File: src/rtl/lfr_pkg.sv
package lfr_pkg;

    localparam int NIB_W = 4;

    localparam logic [NIB_W-1:0] CODE_START = 4'b1101;
    localparam logic [NIB_W-1:0] CODE_SIZE1 = 4'b0000;
    localparam logic [NIB_W-1:0] CODE_RDY   = 4'b0000;
    localparam logic [NIB_W-1:0] CODE_TURN  = 4'b1111;

    typedef enum logic [3:0] {
        PH_IDLE,
        PH_START,
        PH_SEL,
        PH_ADDR,
        PH_SIZE,
        PH_HTURN0,
        PH_HTURN1,
        PH_SYNC,
        PH_DLO,
        PH_DHI,
        PH_TTURN0,
        PH_TTURN1
    } phase_e;

    // phases in which the host owns LAD
    function automatic logic host_drives(input phase_e ph);
        return (ph == PH_START) || (ph == PH_SEL) || (ph == PH_ADDR) ||
               (ph == PH_SIZE)  || (ph == PH_HTURN0);
    endfunction

endpackage

File: src/rtl/lfr_seq.sv
module lfr_seq
    import lfr_pkg::*;
#(
    parameter int ADDR_NIBS = 7,
    parameter int TMO_CYC   = 16,
    localparam int IDX_W    = (ADDR_NIBS > 1) ? $clog2(ADDR_NIBS) : 1,
    localparam int CNT_W    = $clog2(TMO_CYC + 1)
) (
    input  logic             clk,
    input  logic             rst,
    input  logic             req_fire,
    input  logic [NIB_W-1:0] lad_in,
    output phase_e           phase,
    output logic [IDX_W-1:0] nib_idx,
    output logic             timeout
);

    localparam logic [IDX_W-1:0] IDX_LAST = IDX_W'(ADDR_NIBS - 1);
    localparam logic [CNT_W-1:0] CNT_LAST = CNT_W'(TMO_CYC - 1);

    phase_e           ph_q, ph_d;
    logic [IDX_W-1:0] idx_q, idx_d;
    logic [CNT_W-1:0] cnt_q, cnt_d;
    logic             rdy_seen;

    assign rdy_seen = (lad_in == CODE_RDY);
    assign timeout  = (ph_q == PH_SYNC) && !rdy_seen && (cnt_q == CNT_LAST);

    always_comb begin
        ph_d  = ph_q;
        idx_d = idx_q;
        cnt_d = cnt_q;
        unique case (ph_q)
            PH_IDLE:   if (req_fire) ph_d = PH_START;
            PH_START:  ph_d = PH_SEL;
            PH_SEL: begin
                ph_d  = PH_ADDR;
                idx_d = '0;
            end
            PH_ADDR: begin
                if (idx_q == IDX_LAST) ph_d = PH_SIZE;
                else                   idx_d = idx_q + 1'b1;
            end
            PH_SIZE:   ph_d = PH_HTURN0;
            PH_HTURN0: ph_d = PH_HTURN1;
            PH_HTURN1: begin
                ph_d  = PH_SYNC;
                cnt_d = '0;
            end
            PH_SYNC: begin
                if (rdy_seen)     ph_d = PH_DLO;
                else if (timeout) ph_d = PH_IDLE;
                else              cnt_d = cnt_q + 1'b1;
            end
            PH_DLO:    ph_d = PH_DHI;
            PH_DHI:    ph_d = PH_TTURN0;
            PH_TTURN0: ph_d = PH_TTURN1;
            PH_TTURN1: ph_d = PH_IDLE;
            default:   ph_d = PH_IDLE;
        endcase
    end

    always_ff @(posedge clk) begin
        if (rst) begin
            ph_q  <= PH_IDLE;
            idx_q <= '0;
            cnt_q <= '0;
        end else begin
            ph_q  <= ph_d;
            idx_q <= idx_d;
            cnt_q <= cnt_d;
        end
    end

    assign phase   = ph_q;
    assign nib_idx = idx_q;

endmodule

File: src/rtl/lfr_drv.sv
module lfr_drv
    import lfr_pkg::*;
#(
    parameter int ADDR_W    = 28,
    localparam int ADDR_NIBS = ADDR_W / NIB_W,
    localparam int IDX_W    = (ADDR_NIBS > 1) ? $clog2(ADDR_NIBS) : 1
) (
    input  logic              clk,
    input  logic              rst,
    input  logic              req_fire,
    input  logic [NIB_W-1:0]  req_idsel,
    input  logic [ADDR_W-1:0] req_addr,
    input  phase_e            phase,
    input  logic [IDX_W-1:0]  nib_idx,
    output logic [NIB_W-1:0]  lad_out,
    output logic              lad_oe,
    output logic              lframe_n
);

    typedef struct packed {
        logic [NIB_W-1:0]  sel;
        logic [ADDR_W-1:0] addr;
    } req_t;

    localparam logic [IDX_W-1:0] IDX_TOP = IDX_W'(ADDR_NIBS - 1);

    req_t             req_q;
    logic [NIB_W-1:0] addr_nib [ADDR_NIBS];
    logic [IDX_W-1:0] pick;

    always_ff @(posedge clk) begin
        if (rst)           req_q <= '0;
        else if (req_fire) req_q <= '{sel: req_idsel, addr: req_addr};
    end

    for (genvar g = 0; g < ADDR_NIBS; g++) begin : g_nib
        assign addr_nib[g] = req_q.addr[g*NIB_W +: NIB_W];
    end

    // most-significant nibble leaves first
    assign pick = IDX_TOP - nib_idx;

    always_comb begin
        unique case (phase)
            PH_START:  lad_out = CODE_START;
            PH_SEL:    lad_out = req_q.sel;
            PH_ADDR:   lad_out = addr_nib[pick];
            PH_SIZE:   lad_out = CODE_SIZE1;
            default:   lad_out = CODE_TURN;
        endcase
    end

    assign lad_oe   = host_drives(phase);
    assign lframe_n = (phase != PH_START);

endmodule

File: src/rtl/lfr_rsp.sv
module lfr_rsp
    import lfr_pkg::*;
(
    input  logic             clk,
    input  logic             rst,
    input  phase_e           phase,
    input  logic             timeout,
    input  logic [NIB_W-1:0] lad_in,
    output logic             done,
    output logic             err,
    output logic [7:0]       data
);

    logic [NIB_W-1:0] lo_q, hi_q;

    always_ff @(posedge clk) begin
        if (rst) begin
            lo_q <= '0;
            hi_q <= '0;
        end else begin
            if (phase == PH_DLO) lo_q <= lad_in;
            if (phase == PH_DHI) hi_q <= lad_in;
        end
    end

    always_ff @(posedge clk) begin
        if (rst) begin
            done <= 1'b0;
            err  <= 1'b0;
            data <= '0;
        end else if (timeout) begin
            done <= 1'b1;
            err  <= 1'b1;
            data <= '0;
        end else if (phase == PH_TTURN1) begin
            done <= 1'b1;
            err  <= 1'b0;
            data <= {hi_q, lo_q};
        end else begin
            done <= 1'b0;
            err  <= 1'b0;
        end
    end

endmodule

File: src/rtl/lfr_host.sv
module lfr_host
    import lfr_pkg::*;
#(
    parameter int ADDR_W  = 28,
    parameter int TMO_CYC = 16
) (
    input  logic              clk,
    input  logic              rst,
    input  logic              req_valid,
    output logic              req_ready,
    input  logic [3:0]        req_idsel,
    input  logic [ADDR_W-1:0] req_addr,
    output logic              rsp_done,
    output logic              rsp_err,
    output logic [7:0]        rsp_data,
    output logic              lframe_n,
    output logic [3:0]        lad_out,
    output logic              lad_oe,
    input  logic [3:0]        lad_in
);

    localparam int ADDR_NIBS = ADDR_W / NIB_W;
    localparam int IDX_W     = (ADDR_NIBS > 1) ? $clog2(ADDR_NIBS) : 1;

    phase_e           phase;
    logic [IDX_W-1:0] nib_idx;
    logic             timeout;
    logic             req_fire;

    assign req_ready = (phase == PH_IDLE);
    assign req_fire  = req_valid && req_ready;

    lfr_seq #(
        .ADDR_NIBS (ADDR_NIBS),
        .TMO_CYC   (TMO_CYC)
    ) u_seq (
        .clk      (clk),
        .rst      (rst),
        .req_fire (req_fire),
        .lad_in   (lad_in),
        .phase    (phase),
        .nib_idx  (nib_idx),
        .timeout  (timeout)
    );

    lfr_drv #(
        .ADDR_W (ADDR_W)
    ) u_drv (
        .clk       (clk),
        .rst       (rst),
        .req_fire  (req_fire),
        .req_idsel (req_idsel),
        .req_addr  (req_addr),
        .phase     (phase),
        .nib_idx   (nib_idx),
        .lad_out   (lad_out),
        .lad_oe    (lad_oe),
        .lframe_n  (lframe_n)
    );

    lfr_rsp u_rsp (
        .clk     (clk),
        .rst     (rst),
        .phase   (phase),
        .timeout (timeout),
        .lad_in  (lad_in),
        .done    (rsp_done),
        .err     (rsp_err),
        .data    (rsp_data)
    );

endmodule

File: config.mk
export PLATFORM = sky130hd
export DESIGN_NAME = lfr_host
export DESIGN_NICKNAME = d
export VERILOG_FILES = /design/src/rtl/lfr_pkg.sv /design/src/rtl/lfr_seq.sv /design/src/rtl/lfr_drv.sv /design/src/rtl/lfr_rsp.sv /design/src/rtl/lfr_host.sv
export SDC_FILE = /design/constraint.sdc
export NUM_CORES = 1
export LEC_CHECK = 0
export CORE_UTILIZATION = 30
export CTS_BUF_LIST = sky130_fd_sc_hd__clkbuf_8
export CTS_CLUSTER_SIZE = 10
export DETAILED_ROUTE_END_ITERATION = 10
export PLACE_DENSITY_LB_ADDON = 0.1
export SKIP_CTS_REPAIR_TIMING = 1
export SKIP_LAST_GASP = 1
export SLEW_MARGIN = 20
export SYNTH_ARGS = -nofsm -noshare
export SYNTH_HDL_FRONTEND = slang
export SYNTH_SLANG_ARGS = --single-unit
File: constraint.sdc
create_clock -name clk -period 2.9 [get_ports clk]
set_input_delay 0.435 -clock clk [delete_from_list [all_inputs] [get_ports clk]]
set_output_delay 0.435 -clock clk [all_outputs]
set_load 0.005 [all_outputs]
======== Yosys cells after proc, flatten, opt, wreduce, memory -nomap -nowiden ========
Cells that the tools add are included.
word-level totals
  register bits after elaboration ......... 62
cells by class
  equal/unequal tests ..................... 20
  add/sub/neg operators ................... 3
  mux-type cells .......................... 17
  reduce and logical (&&, ||, !) cells .... 16
  $lt $le $gt $ge ......................... 1
  bitwise logic cells ..................... 1
operators with widths
  kind                                                                    number
  4-bit case mux with 11 select lines                                     1
  4-bit two-way mux                                                       6
  4-bit by 3-bit equality test with 1-bit output (second input constant)  4
  4-bit equality test (second input constant)                             4
  4-bit case mux with 4 select lines                                      1
  4-bit binary-select mux with 3-bit select                               1
  5-bit two-way mux                                                       2
  5-bit case mux with 2 select lines                                      1
  4-bit by 2-bit equality test with 1-bit output (second input constant)  2
  4-bit zero test                                                         2
  2-bit != test (second input constant)                                   4
  3-bit case mux with 2 select lines                                      1
  3-bit AND reduction                                                     2
  5-bit by 1-bit adder with 5-bit output (second input constant)          1
  5-bit by 4-bit equality test with 1-bit output (second input constant)  1
  4-bit by 1-bit equality test with 1-bit output (second input constant)  1
  4-bit greater-or-equal comparator (second input constant)               1
  1-bit logical OR                                                        4
  4-bit by 1-bit != test with 1-bit output (second input constant)        1
  3-bit inverter with 4-bit output                                        1
  2-bit nonzero test                                                      2
  3-bit by 1-bit adder with 3-bit output (second input constant)          1
  3-bit equality test (second input constant)                             1
  1-bit logical AND                                                       3
  other kinds (8)                                                         10

======== Depth between registers and ports, before layout ========
Gate-level depths: netlist of the first run.
  depth after elaboration ................. 7
  gate-level depth with buffers ........... 9
  depth with buffers taken out ............ 6

======== Modules after synthesis ========
A second synthesis of the first run with hierarchy kept.
second synthesis, totals
  cell total of the unflattened synthesis .. 309
  area total of the unflattened synthesis .. 3125.5 um2
by module, submodules not included
  module    area an instance (um2)  sequential area each (um2)  instances  cells each
  lfr_drv   1498.9                  640.6                       1          150
  lfr_rsp   854.6                   360.3                       1          74
  lfr_seq   753.2                   240.2                       1          83
  lfr_host  18.8                    0.0                         1          2

======== Least setup slack after synthesis of the first run ========
OpenSTA, ideal clock, no wires.
  path kind ............................... register -> output
  from .................................... register u_seq.idx_q[0] (netlist: u_seq.nib_idx[0])
  to ...................................... output port lad_out[3]
  arrival ................................. 1.892 ns
  setup slack ............................. 0.573 ns
  path buffers ............................ 3
  stages on the path, launching flop included .. 10
  cells stage by stage .................... dfxtp_1 buf_2 inv_1 ha_1 buf_2 buf_6 mux2i_1 o2bb2ai_1 a2111oi_0 a21oi_1
on the way
  longest elaborated chain between the ends .. 6
RTL lines
  what                                                    line            text
  from (decl)                                             lfr_seq.sv:22   logic [IDX_W-1:0] idx_q, idx_d;
  from (signal assigned)                                  lfr_seq.sv:70   idx_q <= idx_d;
  3-bit subtractor                                        lfr_drv.sv:41   assign pick = IDX_TOP - nib_idx;
  3-bit inverter with 4-bit output (implied by the code)  lfr_drv.sv:47   PH_ADDR: lad_out = addr_nib[pick];
  4-bit binary-select mux with 3-bit select               lfr_drv.sv:47
  4-bit two-way mux (implied by the code) (2 in a row)    lfr_drv.sv:47
  4-bit case mux with 4 select lines                      lfr_drv.sv:44   unique case (phase)
  to (decl)                                               lfr_host.sv:17  output logic [3:0] lad_out,
No other way between the ends. The select of a mux whose other input is x is not followed.

======== Final worst setup path of the first run ========
Ends and elaborated chain as after synthesis.

==> out/results.ini, run 1 <==
[status]
status = finished, final reports clean

[logic_synthesis]
synthCells = 345
synthesis.area_mm2 = 0.002838
synth_cell_types = 46
synth_nets = 388
ys_seq_elements = 62
async_reset_ff_frac = 0
synth_seq_area_share = 0.4374
ys_warn_count = 0
syn_avg_cell_area_um2 = 8.225
synth_top_area_share = 0.4374
synth_edf_count = 0
synth_ff_type = dfxtp_1
yosys-top-cells-area = dfxtp_1 (44%), nand2_1 (12%), a21oi_1 (9.2%), mux2i_1 (8.1%), nor2_1 (2.6%)
synth_top_cell_by_area = dfxtp_1

[cts]
h-tree-depth = 3
cts_tree = yes
cts_made_buffers = 9
clock_latency_ns = 0.33
ctsRootBufferMaster = clkbuf_8
clk_path_buf_depth = 2
cts.clk_slew.worst_paths_ns = 0.07
cts.sinks = 62

[setup_path]
crit_required_ns = 2.47
arrival_ns = 2.39
critPathMaxFanout = 7
critPathKind = flip-flop to primary output
end_kind = primary output
start_kind = flip-flop

[sta]
fin_ws_ns = 0.07063
timing.hold.ws_ns = 0.4531
finalSetupViolations = 0
worstMarginPinSlew_ns = 0.5405
rsz0062_at_grt = yes
fin_crit_sh = 0.9756
fin_skew_ns = 0.009000
max_freq_mhz = 353.4
drv_slew = 0
timing.final.hold_violations = 0
fin_crit_ns = 2.829
slew_headroom = 0.6396

[die]
die_w_um = 99.26
ios = 56
core_area_mm2 = 0.009196
dieArea_mm2 = 0.009852
rows = 35
die_height_um = 99.26
start_util = 0.3086

[global_routing]
grt_pass1_vias = 2384
grt_max_degree = 33
grt_pass1_wl_um = 11630
grt_overflow = 0
grt_use_total = 0.1498
antenna_found_initial = 0

[layout]
register_area_mm2 = 0.001241
final_nets = 446
finalNonFillerCells = 519
areaGrowthSynthToFinish_pct = 32.58
diodes = 0
drive_gt1_frac = 0.1029
multi_input_area_mm2 = 0.001494
fillCellCount = 942

[detailed_routing]
vias = 2566
ant_nets = 0
drc_errors = 0
drt-initial-drc-count = 95
viasPerCell = 4.944
dr.pass1.iters = 4
drt_wl_total_um = 7071
wl_per_cell_um = 13.62

[placement]
dp_hpwl_um = 4932
placement.io_buffers = 55
dp.cells = 499
globalplace.congestion = 0.7656
place_ws_ns = 0.09227

[min_path]
holdCritPathClass = flip-flop to flip-flop

[power]
ir_worst_vdd_uv = 210.4
power_leakage_nw = 1.389
pwr_density_cell_mw_per_mm2 = 584.5

[job]
drv_cap = 0

critical path: stages (launching register included):
cell,delay [ns]
dfxtp_1,0.33
inv_1,0.08
ha_4,0.32
buf_8,0.14
mux2i_1,0.20
o2bb2ai_1,0.10
a2111oi_1,0.36
a21oi_1,0.09
clkdlybuf4s50_1,0.46
layout by cell type (no fill, tap or decap), types with 2 or more instances in the layout:
master            n
a22oi_1           2
clkdlybuf4s50_1  52
o2bb2ai_1         3
buf_2             2
mux2i_1          23
nor2b_1           2
nand3b_1          5
o21ai_0           7
nand3_1           5
dlymetal6s2s_1    2
inv_1             6
nand2_1          88
clkbuf_8         11
a31oi_1           3
ha_1              2
nor2_1           20
buf_4            12
nand2b_1          6
nor3_1            8
a21oi_1          52
dfxtp_1          62
a2111oi_1         2
registers in the layout, indices dropped and copies added, names as in the netlist:
register        flops
u_seq.phase         4
u_seq.nib_idx       3
u_drv.addr_nib     28
u_rsp.hi_q          4
u_seq.cnt_q         5
u_rsp.err           1
u_rsp.lo_q          4
u_drv.req_q         4
u_rsp.done          1
u_rsp.data          8
synthesized netlist by cell type, drive strengths merged (2+ instances only):
cell,n
nor3,9
nand2b,6
nand3b,5
o21ai,7
a21oi,52
nand2,89
clkbuf,9
nor4,2
buf,14
a2111oi,3
nor2b,2
ha,4
nand3,5
a31oi,3
nor2,20
mux2i,23
dfxtp,62
inv,4
a22oi,2
o2bb2ai,3
report_power, final:
group,switching (mW),total (mW),internal (mW)
sequential,0.0615,0.974,0.912
clock,0.327,0.763,0.436
combinational,0.227,0.462,0.235
stage by stage:
stage | util | instance area, um2 | setup TNS (ns) | power [mW]
after global routing | 0.4091 | 3762 | -0.06892 | 2.319
after CTS | 0.4001 | 3680 | -0.9510 | 2.221
after detailed placement | 0.3782 | 3478 | 0 | 1.448
final | 0.4091 | 3762 | 0 | 2.199
after floorplan | - | 2838 | 0 | 1.256
after global placement | 0.3782 | 3478 | 0 | 1.442
cell families after synthesis:
family,after synthesis,synth area share
AOI/OAI and AO/OA,79,0.1609
adders and majority gates,4,0.01764
buffers and inverters,27,0.04982
DFF,62,0.4374
muxes,23,0.08113
xor gates and xnor gates,2,0.006174
and+or+nand+nor,148,0.2469
routing by layer:
layer	global-route usage	part of all wire	vias up
met1	0.2185	0.54	1216
met3	0.03092	0.031	6
met4	0.06448	0.0089	0
met2	0.2115	0.42	37
met5	0	0	-
li1	-	-	1307
final cells by class:
type / count / share of cell area
Inverter: 4 / 0.003991
Timing Repair Buffer: 70 / 0.1786
Clock inverter: 5 / 0.01330
Multi-Input combinational cell: 256 / 0.3971
Tap cell: 111 / 0.03691
Clock buffer: 11 / 0.04024
Sequential cell: 62 / 0.3299
final timing paths:
check,startpoint,endpoint,slack (ns),cells past startpoint
worst min-delay path,u_drv.addr_nib[18],u_drv.addr_nib[18],0.45,2
worst max register to register,u_seq.phase[0],u_drv.addr_nib[17],1.11,6
worst min register to register,u_drv.addr_nib[18],u_drv.addr_nib[18],0.45,2
worst max-delay path,u_seq.nib_idx[0],lad_out[3],0.07,8
Power figures use the tool's default switching activity.
==> inputs of run 2 (changes only) <==
Settings changed: CORE_UTILIZATION 30 to 53.
==> run 2 against run 1 <==
Compared with the run above: clock skew is 0.0052 ns lower; non-clock buffer count decreased by 2; wire length is 2.1% lower; maximum frequency up 0.93%; design area up 0.60%.
==> out/results.ini, run 2 (same netlist as run 1, synthesis figures left out) <==
[layout]
drive_gt1_frac = 0.1086
final_nets = 444
final_cell_mix = nand2_1 (88), dfxtp_1 (62), a21oi_1 (52)
final_common_cell = nand2_1
largest_reg_flops = 28
areaGrowthSynthToFinish_pct = 33.38
diodes = 0

[sta]
fin_crit_sh = 0.9667
slew_headroom = 0.5997
timing.hold.ws_ns = 0.4551
rsz0062_at_grt = no
fin_ws_ns = 0.09658
fin_crit_ns = 2.803
finalSetupViolations = 0
timing.final.hold_violations = 0
drv_slew = 0
tns_ns = 0
worstMarginPinSlew_ns = 0.5996
max_freq_mhz = 356.7
fin_skew_ns = 0.003770

[setup_path]
critPathKind = flip-flop to primary output
crit_required_ns = 2.47
arrival_ns = 2.37
start_kind = flip-flop
critPathMaxFanout = 10
end_kind = primary output

[power]
power_leakage_nw = 1.399
p_total_mw = 2.342
ir_worst_vdd_uv = 454.1
pwr_density_cell_mw_per_mm2 = 618.7

[die]
die_height_um = 75.17
dieArea_mm2 = 0.005651
rows = 26
ios = 56
die_w_um = 75.17
start_util = 0.5521
core_area_mm2 = 0.005140

[detailed_routing]
dr.pass1.iters = 4
drt-initial-drc-count = 119
routedLengthMet1_um = 3188
dr_wl_met3_um = 374
vias = 2620
wl_per_cell_um = 14.57
ant_nets = 0
drc_errors = 0
met2_length_um = 3284
drt_wl_total_um = 6919
highest_layer = met4
viasPerCell = 5.516

[cts]
cts.sinks = 62
h-tree-depth = 3
cts.clk_slew.worst_paths_ns = 0.07
ctsRootBufferMaster = clkbuf_8
clock_latency_ns = 0.33
clk_path_buf_depth = 2
cts_made_buffers = 9
cts_tree = yes

[placement]
dp_hpwl_um = 4603
place_ws_ns = 0.1566
globalplace.congestion = 0.9001
placement.io_buffers = 55

[global_routing]
grt_use_total = 0.2598
antenna_found_initial = 0
grt_max_degree = 33
grt_overflow = 0
grt_pass1_vias = 2355
grt_pass1_wl_um = 10910

[job]
drv_cap = 0

[min_path]
holdCritPathClass = flip-flop to flip-flop

[status]
status = finished, final reports clean

==> run 2: final timing paths <==
path	start	end	slack [ns]	depth (start not counted)
max reg2reg	u_seq.phase[0]	u_drv.addr_nib[14]	1.11	6
min reg2reg	u_rsp.data[3]	u_rsp.data[3]	0.46	2
min	u_rsp.data[3]	u_rsp.data[3]	0.46	2
max	u_seq.nib_idx[0]	lad_out[1]	0.1	7
==> run 2: where the power goes <==
group | internal (mW) | switching [mW] | total [mW]
clock | 0.585 | 0.316 | 0.901
sequential | 0.912 | 0.0690 | 0.981
combinational | 0.233 | 0.227 | 0.460
==> run 2: metrics by stage <==
stage	cells	area, um2	util
6_report	475	3785	0.7364
5_1_grt	475	3785	0.7364
4_1_cts	471	3649	0.7098
3_5_place_dp	456	3412	0.6638
3_3_place_gp	456	3412	0.6638
2_1_floorplan	345	2838	-
==> run 2: area by class of cell <==
| type | instances | area (um2) |
|---|---|---|
| Multi-Input combinational cell | 256 | 1540 |
| Tap cell | 70 | 87.58 |
| Clock inverter | 5 | 98.84 |
| Clock buffer | 10 | 137.6 |
| Inverter | 4 | 15.01 |
| Sequential cell | 62 | 1241 |
| Timing Repair Buffer | 68 | 664.4 |
| Fill cell | 404 | 1355 |
==> run 2: per-layer routing <==
metal	vias up	global-route usage
li1	1299	-
met1	1229	0.3414
met2	81	0.3994
met3	11	0.08568
met4	0	0.09671
met5	-	0
==> run 2: worst max-delay path: stages, from the launching register on <==
cell and delay [ns]:
dfxtp_1 0.32, buf_4 0.18, ha_4 0.19, xnor2_4 0.25
nor2_1 0.09, a22o_1 0.23, o311ai_2 0.24, clkdlybuf4s50_1 0.55
